$ cat src/rtl/twp_pkg.sv
package twp_pkg;
    localparam int unsigned TWP_RATE_W_DEF = 3;
    localparam int unsigned TWP_TMR_W_DEF  = 8;
    localparam int unsigned TWP_WDT_W_DEF  = 6;

    typedef struct packed {
        logic s1;
        logic s2;
        logic prev;
    } twp_sync_t;

    typedef struct packed {
        logic ovf;
        logic wrst;
        logic wirq;
    } twp_pulse_t;
endpackage

$ cat src/rtl/twp_pin_edge.sv
module twp_pin_edge
    import twp_pkg::*;
(
    input  logic clk,
    input  logic rst_n,
    input  logic pin_i,
    input  logic fall_sel_i,
    output logic edge_o
);
    twp_sync_t sync_d, sync_q;

    always_comb begin
        sync_d      = sync_q;
        sync_d.s1   = pin_i;
        sync_d.s2   = sync_q.s1;
        sync_d.prev = sync_q.s2;
        if (fall_sel_i) begin
            edge_o = sync_q.prev & ~sync_q.s2;
        end else begin
            edge_o = ~sync_q.prev & sync_q.s2;
        end
    end

    always_ff @(posedge clk) begin
        if (!rst_n) begin
            sync_q <= '0;
        end else begin
            sync_q <= sync_d;
        end
    end
endmodule

$ cat src/rtl/twp_wdt_base.sv
module twp_wdt_base #(
    parameter int unsigned WDT_W = 6
) (
    input  logic clk,
    input  logic rst_n,
    input  logic tick_i,
    input  logic clr_i,
    output logic ovf_o
);
    logic [WDT_W-1:0] cnt_d, cnt_q;

    always_comb begin
        cnt_d = cnt_q;
        ovf_o = 1'b0;
        if (clr_i) begin
            cnt_d = '0;
        end else if (tick_i) begin
            cnt_d = cnt_q + {{(WDT_W-1){1'b0}}, 1'b1};
            ovf_o = &cnt_q;
        end
    end

    always_ff @(posedge clk) begin
        if (!rst_n) begin
            cnt_q <= '0;
        end else begin
            cnt_q <= cnt_d;
        end
    end
endmodule

$ cat src/rtl/twp_rate_match.sv
module twp_rate_match #(
    parameter  int unsigned RATE_W = 3,
    localparam int unsigned PSC_W  = 1 << RATE_W
) (
    input  logic [PSC_W-1:0]  psc_i,
    input  logic [RATE_W-1:0] rate_i,
    output logic              tmr_term_o,
    output logic              wrst_term_o,
    output logic              wirq_term_o
);
    // pre[i] is high when prescaler bits below i are all ones
    logic [PSC_W-1:0] pre;

    assign pre[0] = 1'b1;
    for (genvar i = 1; i < PSC_W; i++) begin : g_prefix
        assign pre[i] = pre[i-1] & psc_i[i-1];
    end

    always_comb begin
        wrst_term_o = pre[rate_i];
        tmr_term_o  = pre[rate_i] & psc_i[rate_i];
        wirq_term_o = pre[rate_i] & ~psc_i[rate_i];
    end
endmodule

$ cat src/rtl/twp_timer_wdt.sv
module twp_timer_wdt
    import twp_pkg::*;
#(
    parameter  int unsigned RATE_W = TWP_RATE_W_DEF,
    parameter  int unsigned TMR_W  = TWP_TMR_W_DEF,
    parameter  int unsigned WDT_W  = TWP_WDT_W_DEF,
    localparam int unsigned PSC_W  = 1 << RATE_W
) (
    input  logic              clk,
    input  logic              rst_n,
    input  logic              cyc_tick,
    input  logic              ext_pin,
    input  logic              wdt_tick,
    input  logic              cfg_wdt_own,
    input  logic              cfg_ext_src,
    input  logic              cfg_fall_edge,
    input  logic [RATE_W-1:0] cfg_rate,
    input  logic              tmr_wr,
    input  logic [TMR_W-1:0]  tmr_wdata,
    input  logic              wdt_clr,
    output logic [TMR_W-1:0]  tmr_value,
    output logic              tmr_ovf,
    output logic              wdt_rst_req,
    output logic              wdt_irq_req,
    output logic [PSC_W-1:0]  psc_count
);
    localparam logic [TMR_W-1:0] TMR_ONE = {{(TMR_W-1){1'b0}}, 1'b1};
    localparam logic [PSC_W-1:0] PSC_ONE = {{(PSC_W-1){1'b0}}, 1'b1};

    typedef struct packed {
        logic [TMR_W-1:0] tmr;
        logic [PSC_W-1:0] psc;
        twp_pulse_t       pulse;
    } state_t;

    state_t st_d, st_q;

    logic pin_evt, wdt_ovf;
    logic tmr_term, wrst_term, wirq_term;
    logic tmr_evt, psc_evt, tmr_inc;

    twp_pin_edge u_pin (
        .clk        (clk),
        .rst_n      (rst_n),
        .pin_i      (ext_pin),
        .fall_sel_i (cfg_fall_edge),
        .edge_o     (pin_evt)
    );

    twp_wdt_base #(.WDT_W(WDT_W)) u_base (
        .clk    (clk),
        .rst_n  (rst_n),
        .tick_i (wdt_tick),
        .clr_i  (wdt_clr),
        .ovf_o  (wdt_ovf)
    );

    twp_rate_match #(.RATE_W(RATE_W)) u_match (
        .psc_i       (st_q.psc),
        .rate_i      (cfg_rate),
        .tmr_term_o  (tmr_term),
        .wrst_term_o (wrst_term),
        .wirq_term_o (wirq_term)
    );

    always_comb begin
        tmr_evt = cfg_ext_src ? pin_evt : cyc_tick;
        psc_evt = cfg_wdt_own ? wdt_ovf : tmr_evt;
        tmr_inc = cfg_wdt_own ? tmr_evt : (tmr_evt & tmr_term);

        st_d       = st_q;
        st_d.pulse = '0;

        // timer: a load wins over a count
        if (tmr_wr) begin
            st_d.tmr = tmr_wdata;
        end else if (tmr_inc) begin
            st_d.tmr       = st_q.tmr + TMR_ONE;
            st_d.pulse.ovf = &st_q.tmr;
        end

        // prescaler: cleared by the owner's restart strobe
        if (!cfg_wdt_own && tmr_wr) begin
            st_d.psc = '0;
        end else if (cfg_wdt_own && wdt_clr) begin
            st_d.psc = '0;
        end else if (psc_evt) begin
            st_d.psc = st_q.psc + PSC_ONE;
        end

        st_d.pulse.wrst = wdt_ovf & (~cfg_wdt_own | wrst_term);
        st_d.pulse.wirq = wdt_ovf & (~cfg_wdt_own | wirq_term);
    end

    always_ff @(posedge clk) begin
        if (!rst_n) begin
            st_q <= '0;
        end else begin
            st_q <= st_d;
        end
    end

    assign tmr_value   = st_q.tmr;
    assign tmr_ovf     = st_q.pulse.ovf;
    assign wdt_rst_req = st_q.pulse.wrst;
    assign wdt_irq_req = st_q.pulse.wirq;
    assign psc_count   = st_q.psc;
endmodule

$ cat config.mk
export PLATFORM = sky130hd
export DESIGN_NAME = twp_timer_wdt
export DESIGN_NICKNAME = d
export VERILOG_FILES = /design/src/rtl/twp_pkg.sv /design/src/rtl/twp_pin_edge.sv /design/src/rtl/twp_wdt_base.sv /design/src/rtl/twp_rate_match.sv /design/src/rtl/twp_timer_wdt.sv
export SDC_FILE = /design/constraint.sdc
export NUM_CORES = 1
export LEC_CHECK = 0
export CORE_MARGIN = 4
export CORE_UTILIZATION = 52
export CTS_CLUSTER_SIZE = 25
export DETAILED_ROUTE_END_ITERATION = 10
export PLACE_DENSITY = 0.83
export SLEW_MARGIN = 25
export SYNTH_ARGS = -nofsm -noshare
export SYNTH_HDL_FRONTEND = slang
export SYNTH_SLANG_ARGS = --single-unit
$ cat constraint.sdc
create_clock -name clk -period 4.84 [get_ports clk]
set_clock_uncertainty 0.2 [all_clocks]
set_input_delay 1.21 -clock clk [delete_from_list [all_inputs] [get_ports clk]]
set_output_delay 1.21 -clock clk [all_outputs]
set_load 0.005 [all_outputs]
==> qor.txt, run 1 <==
R2R setup slack - 2330 ps
Ant diodes - 0
Vias in the first global route - 1342
Max Root-Sink Buffers - 2
Synth-to-Final Area Change - 29.9%
Crit path to - tmr_value[0]
Pleak - 0.725 nW
Synth Cell Area - 1520 sq um
Syn Area/Cell - 8.79 sq um
First-pass GRT wire length - 5660 um
Root buf cell - clkbuf_4
Post-Place Cells - 240
Wire per inst - 15.0 um
DR vias - 1454
GP Congestion - 0.814
Ys Warns - 0
Die area - 3850 sq um
Synth top area share - 0.369
Antenna Violating Nets Remaining - 0
TritonRoute pass-1 iters - 4
Syn Nets - 198
Post-synth top flop - dfxtp_1
Status - finished clean
Commonest cells in the netlist - dfxtp_1, nor2_1, nand2_1
Critical R2R Launch - psc_count[0]
Rel. slew slack - 0.578
Cell taking the most area after synthesis - dfxtp_1
Residual DRC - 0
Top post-synthesis cells by area - dfxtp_1, nor2_1, xor2_1
Detailed Place HPWL - 2780 um
Unrepaired setup endpoints after global routing - false
Tmin final - 3240 ps
Worst skew pair latency - 320 ps
PortBufs - 39
Layout Nets - 239
Layout cells sized above 1 - 0.0516
Maximum VDD drop - 0.169 mV
Internal - 0.323 mW
Sequential share of the synthesized area - 0.369
Die width - 62.1 um
Sequential group share of total power - 0.569
Starting DRC count in detailed routing - 98
R2R depth - 8
Critical path class - input pin to flip-flop
Overflow after GRT - 0
Vias per cell - 5.96
Pwr Total - 0.431 mW
Startpoint Class - input pin
Initial Util - 0.547
Worst Hold Class - flip-flop to flip-flop
Synth Instances - 173
RR Endpoint - tmr_value[0]
Final hold violation count - 0
Asr flop ratio synth - 0
Setup violators final - 0
Worst Setup SP - cfg_rate[0]
Initial antenna violation count - 0
Clock slew at reported path FFs - 140 ps
Max Freq - 0.308 GHz
Count leader, synth - dfxtp_1
Sw Ratio - 0.251
Clock power share - 0.264
Worst Tran Pin Value - 628 ps
Largest net degree at the start of global routing - 17
Clk sinks - 28
Core box area - 2780 sq um
IO Pins - 40
CTS tree - done
Total Routing Usage GR - 0.194
Row count - 19
Total wire length - 3660 um
Post-CTS setup buffers - 0
CTS Buf Count - 3
Cts hold-fix bufs - 0
Req. time, crit path - 4870 ps
#FFs+latches synth - 28
Part of the cycle the worst path needs - 0.670
Final non-filler cell total - 244
Worst Path Max Fanout - 7
Cts repair resizes - 0
Distinct cells, synth - 44
Combinational group share of total power - 0.168
Max_cap viols - 0
NetSw - 0.108 mW
CP Capture Type - flip-flop
TNS Setup - 0 ps
Htree depth - 1
Die Ht - 62.1 um
CP Data Arrival Time - 3270 ps
PD cells - 218 nW/um^2
Post-synth EDFFs - 0
Fin util - 0.710
Max Slew Vio Count - 0
-- layout make-up --
| class | count | area [sq um] |
|---|---|---|
| fillers | 243 | 807 |
| well taps | 31 | 38.8 |
| inverters | 3 | 11.3 |
| repair buffers | 39 | 390 |
| flip-flops and latches | 28 | 561 |
| multi-input cells | 139 | 937 |
| clock buffers | 4 | 36.3 |
-- sequential cells by signal, indices dropped and copies added, names as in the netlist --
name          cells
psc_count         8
tmr_value         8
u_base.cnt_q      6
u_pin.sync_d      2
tmr_ovf           1
u_pin.sync_q      1
wdt_irq_req       1
wdt_rst_req       1
-- through the flow --
step | area [sq um] | hold slack, ps | worst slack, ps
6_report | 1970 | 254 | 1600
3_3_place_gp | 1940 | 218 | 1330
5_1_grt | 1970 | 264 | 1550
2_1_floorplan | 1520 | 212 | 1980
4_1_cts | 1970 | 257 | 1630
3_5_place_dp | 1940 | 223 | 1260
-- critical path, cell delays in order --
cell	delay, ps
clkdlybuf4s50_1	580
mux4_1	640
mux2i_4	240
o21ba_4	220
nor3_1	60
o311a_1	320
-- cell usage in the layout (no fill, tap or decap), drive strengths merged, types with 4 or more instances in the layout --
master / Yosys / final
dfxtp: 28 / 28
clkdlybuf4s50: 0 / 39
and3: 5 / 5
nand4: 6 / 6
nor2: 27 / 27
o21ai: 10 / 10
nand2: 15 / 15
ha: 4 / 4
xor2: 8 / 8
a21oi: 6 / 6
and2: 4 / 4
clkbuf: 3 / 4
a211oi: 4 / 4
mux2i: 5 / 5
nand3: 4 / 4
-- metal layers --
metal  up-vias  share of wire  track usage
li1        715              -            -
met1       686           0.44        0.245
met2        47           0.48        0.334
met3         6          0.066       0.0248
met4         0          0.012       0.0758
met5         -              0            0
-- logic make-up (layout without fill, tap and decap cells) --
| family | count (synthesis) | count (layout) | share of synthesized area |
|---|---|---|---|
| and+or+nand+nor | 81 | 81 | 0.267 |
| adders and majority gates | 4 | 4 | 0.0329 |
| xor gates and xnor gates | 10 | 10 | 0.0576 |
| AOI/OAI and AO/OA | 37 | 37 | 0.183 |
| DFF | 28 | 28 | 0.369 |
| muxes | 7 | 7 | 0.0757 |
| buffers and inverters | 6 | 46 | 0.0148 |
-- worst min-delay path by stage --
stage	startpoint	end	slack (ps)	depth (start not counted)
floorplan	u_pin.sync_d[1]	u_pin.sync_d[0]	210	1
global placement	u_pin.sync_d[1]	u_pin.sync_d[0]	220	1
detailed placement	u_pin.sync_d[1]	u_pin.sync_d[0]	220	1
CTS	u_pin.sync_d[1]	u_pin.sync_d[0]	260	1
global route	u_pin.sync_d[1]	u_pin.sync_d[0]	260	1
finish	u_pin.sync_d[1]	u_pin.sync_d[0]	250	1
-- power by group through the flow --
stage | combinational [mW] | sequential [mW] | clock, mW
3_3_place_gp | 0.0692 | 0.249 | 0
5_1_grt | 0.0782 | 0.246 | 0.126
3_5_place_dp | 0.0717 | 0.250 | 0
2_1_floorplan | 0.0347 | 0.248 | 0
4_1_cts | 0.0722 | 0.245 | 0.118
6_report | 0.0721 | 0.245 | 0.114
Note: power is estimated with default switching activity, not from simulation.
==> run 2, diff against run 1 <==
- CORE_UTILIZATION: 52 -> 48
- PLACE_DENSITY: 0.83 -> 0.77
- clock period: 4.84 -> 3.3 ns (I/O delays scaled with it)
==> run 2 against run 1 <==
Net effect:
- via count fell by 2.2%
- first-iteration DRC count fell by 44%
- die area rose by 7.2%
==> qor.txt, run 2 (same netlist as run 1, synthesis figures left out) <==
Residual DRC - 0
Worst Tran Pin Value - 610 ps
Root buf cell - clkbuf_4
Row count - 20
Top Metal Used - met4
TritonRoute pass-1 iters - 5
Total Routing Usage GR - 0.192
Critical R2R Launch - psc_count[0]
Starting DRC count in detailed routing - 55
Vias in the first global route - 1387
CTS Buf Count - 3
Placed instance area - 1980 sq um
PortBufs - 39
Ant diodes - 0
Pleak - 0.740 nW
Maximum VDD drop - 0.256 mV
Wl on met1 - 1620 um
GP Congestion - 0.862
CTS tree - done
Req. time, crit path - 3340 ps
Max Root-Sink Buffers - 2
Clk sinks - 28
Die area - 4130 sq um
# fillers - 280
Total wire length - 3650 um
Design area - 2010 sq um
Synth-to-Final Area Change - 32.4%
First-pass GRT wire length - 6330 um
Worst skew pair latency - 330 ps
Hold path startpoint - u_pin.sync_d[1]
Cts repair resizes - 0
Wire per inst - 14.0 um
Max_cap viols - 0
Largest net degree at the start of global routing - 16
Antenna Violating Nets Remaining - 0
Clock slew at reported path FFs - 150 ps
Unrepaired setup endpoints after global routing - false
R2R depth - 8
Final hold violation count - 0
Critical path class - input pin to flip-flop
Met2 WL - 1850 um
Htree depth - 1
Cts hold-fix bufs - 0
TNS Setup - 0 ps
Worst Hold Class - flip-flop to flip-flop
Overflow after GRT - 0
Tmin final - 2840 ps
Worst Path Max Fanout - 7
Max Freq - 0.352 GHz
IO Pins - 40
Die Ht - 64.3 um
Startpoint Class - input pin
Die width - 64.3 um
Commonest non-fill, non-tap cell in the layout - clkdlybuf4s50_1
Met3 wire len - 114 um
Post-CTS setup buffers - 0
Max Slew Vio Count - 0
Part of the cycle the worst path needs - 0.860
R2R setup slack - 780 ps
Initial Util - 0.498
Layout Nets - 242
Vias per cell - 5.47
End of the worst hold path - u_pin.sync_d[0]
RR Endpoint - tmr_value[0]
Detailed Place HPWL - 2900 um
Rel. slew slack - 0.590
Initial antenna violation count - 0
CP Capture Type - flip-flop
Core box area - 3050 sq um
Hold-critical path depth - 1
CP Data Arrival Time - 2880 ps
Setup violators final - 0
DR vias - 1422
Commonest cells after routing, fill and taps aside - clkdlybuf4s50_1, dfxtp_1, nor2_1
PD cells - 317 nW/um^2
Layout cells sized above 1 - 0.0648
Status - finished clean
-- run 2: cell count changes in the layout (fill, tap and decap cells not counted) --
cell | before | now
buf_4 | 0 | 3
-- run 2: layout make-up --
cell class	count	area, sq um	area share
multi-input cells	139	937	0.466
well taps	44	55.1	0.0273
flip-flops and latches	28	561	0.278
clock buffers	4	36.3	0.0180
repair buffers	42	413	0.205
inverters	3	11.3	0.00559
-- run 2: how the worst max path moves through the flow --
stage,depth (start not counted),slack (ps),startpoint,to
detailed placement,6,100,cfg_rate[0],tmr_value[0]
CTS,6,460,cfg_rate[0],tmr_value[0]
global placement,6,170,cfg_rate[0],tmr_value[0]
floorplan,5,830,cfg_rate[0],tmr_value[0]
global route,6,400,cfg_rate[0],tmr_value[0]
finish,6,460,cfg_rate[0],tmr_value[0]
-- run 2: power by group --
part	internal, mW	switching (mW)
registers	0.348	0.0114
logic	0.0608	0.0479
clock network	0.0677	0.102
total	0.476	0.161
-- run 2: critical path, stage by stage --
cell,delay (ps)
clkdlybuf4s50_1,580
mux4_1,630
mux2i_4,240
o21ba_4,210
nor3_1,60
o311a_1,330
-- run 2: routing by layer --
layer	GRT usage	vias to the layer above
li1	-	718
met1	0.251	663
met2	0.317	34
met3	0.0246	7
met4	0.0792	0
met5	0	-
-- run 2: stage by stage --
stage	hold WS (ps)	instances	setup slack, ps	utilization	power, mW
4_1_cts	268	260	463	0.659	0.640
3_3_place_gp	223	256	168	0.648	0.472
6_report	260	260	460	0.659	0.637
2_1_floorplan	212	173	827	-	0.415
3_5_place_dp	227	256	97.3	0.648	0.475
5_1_grt	277	260	404	0.659	0.679
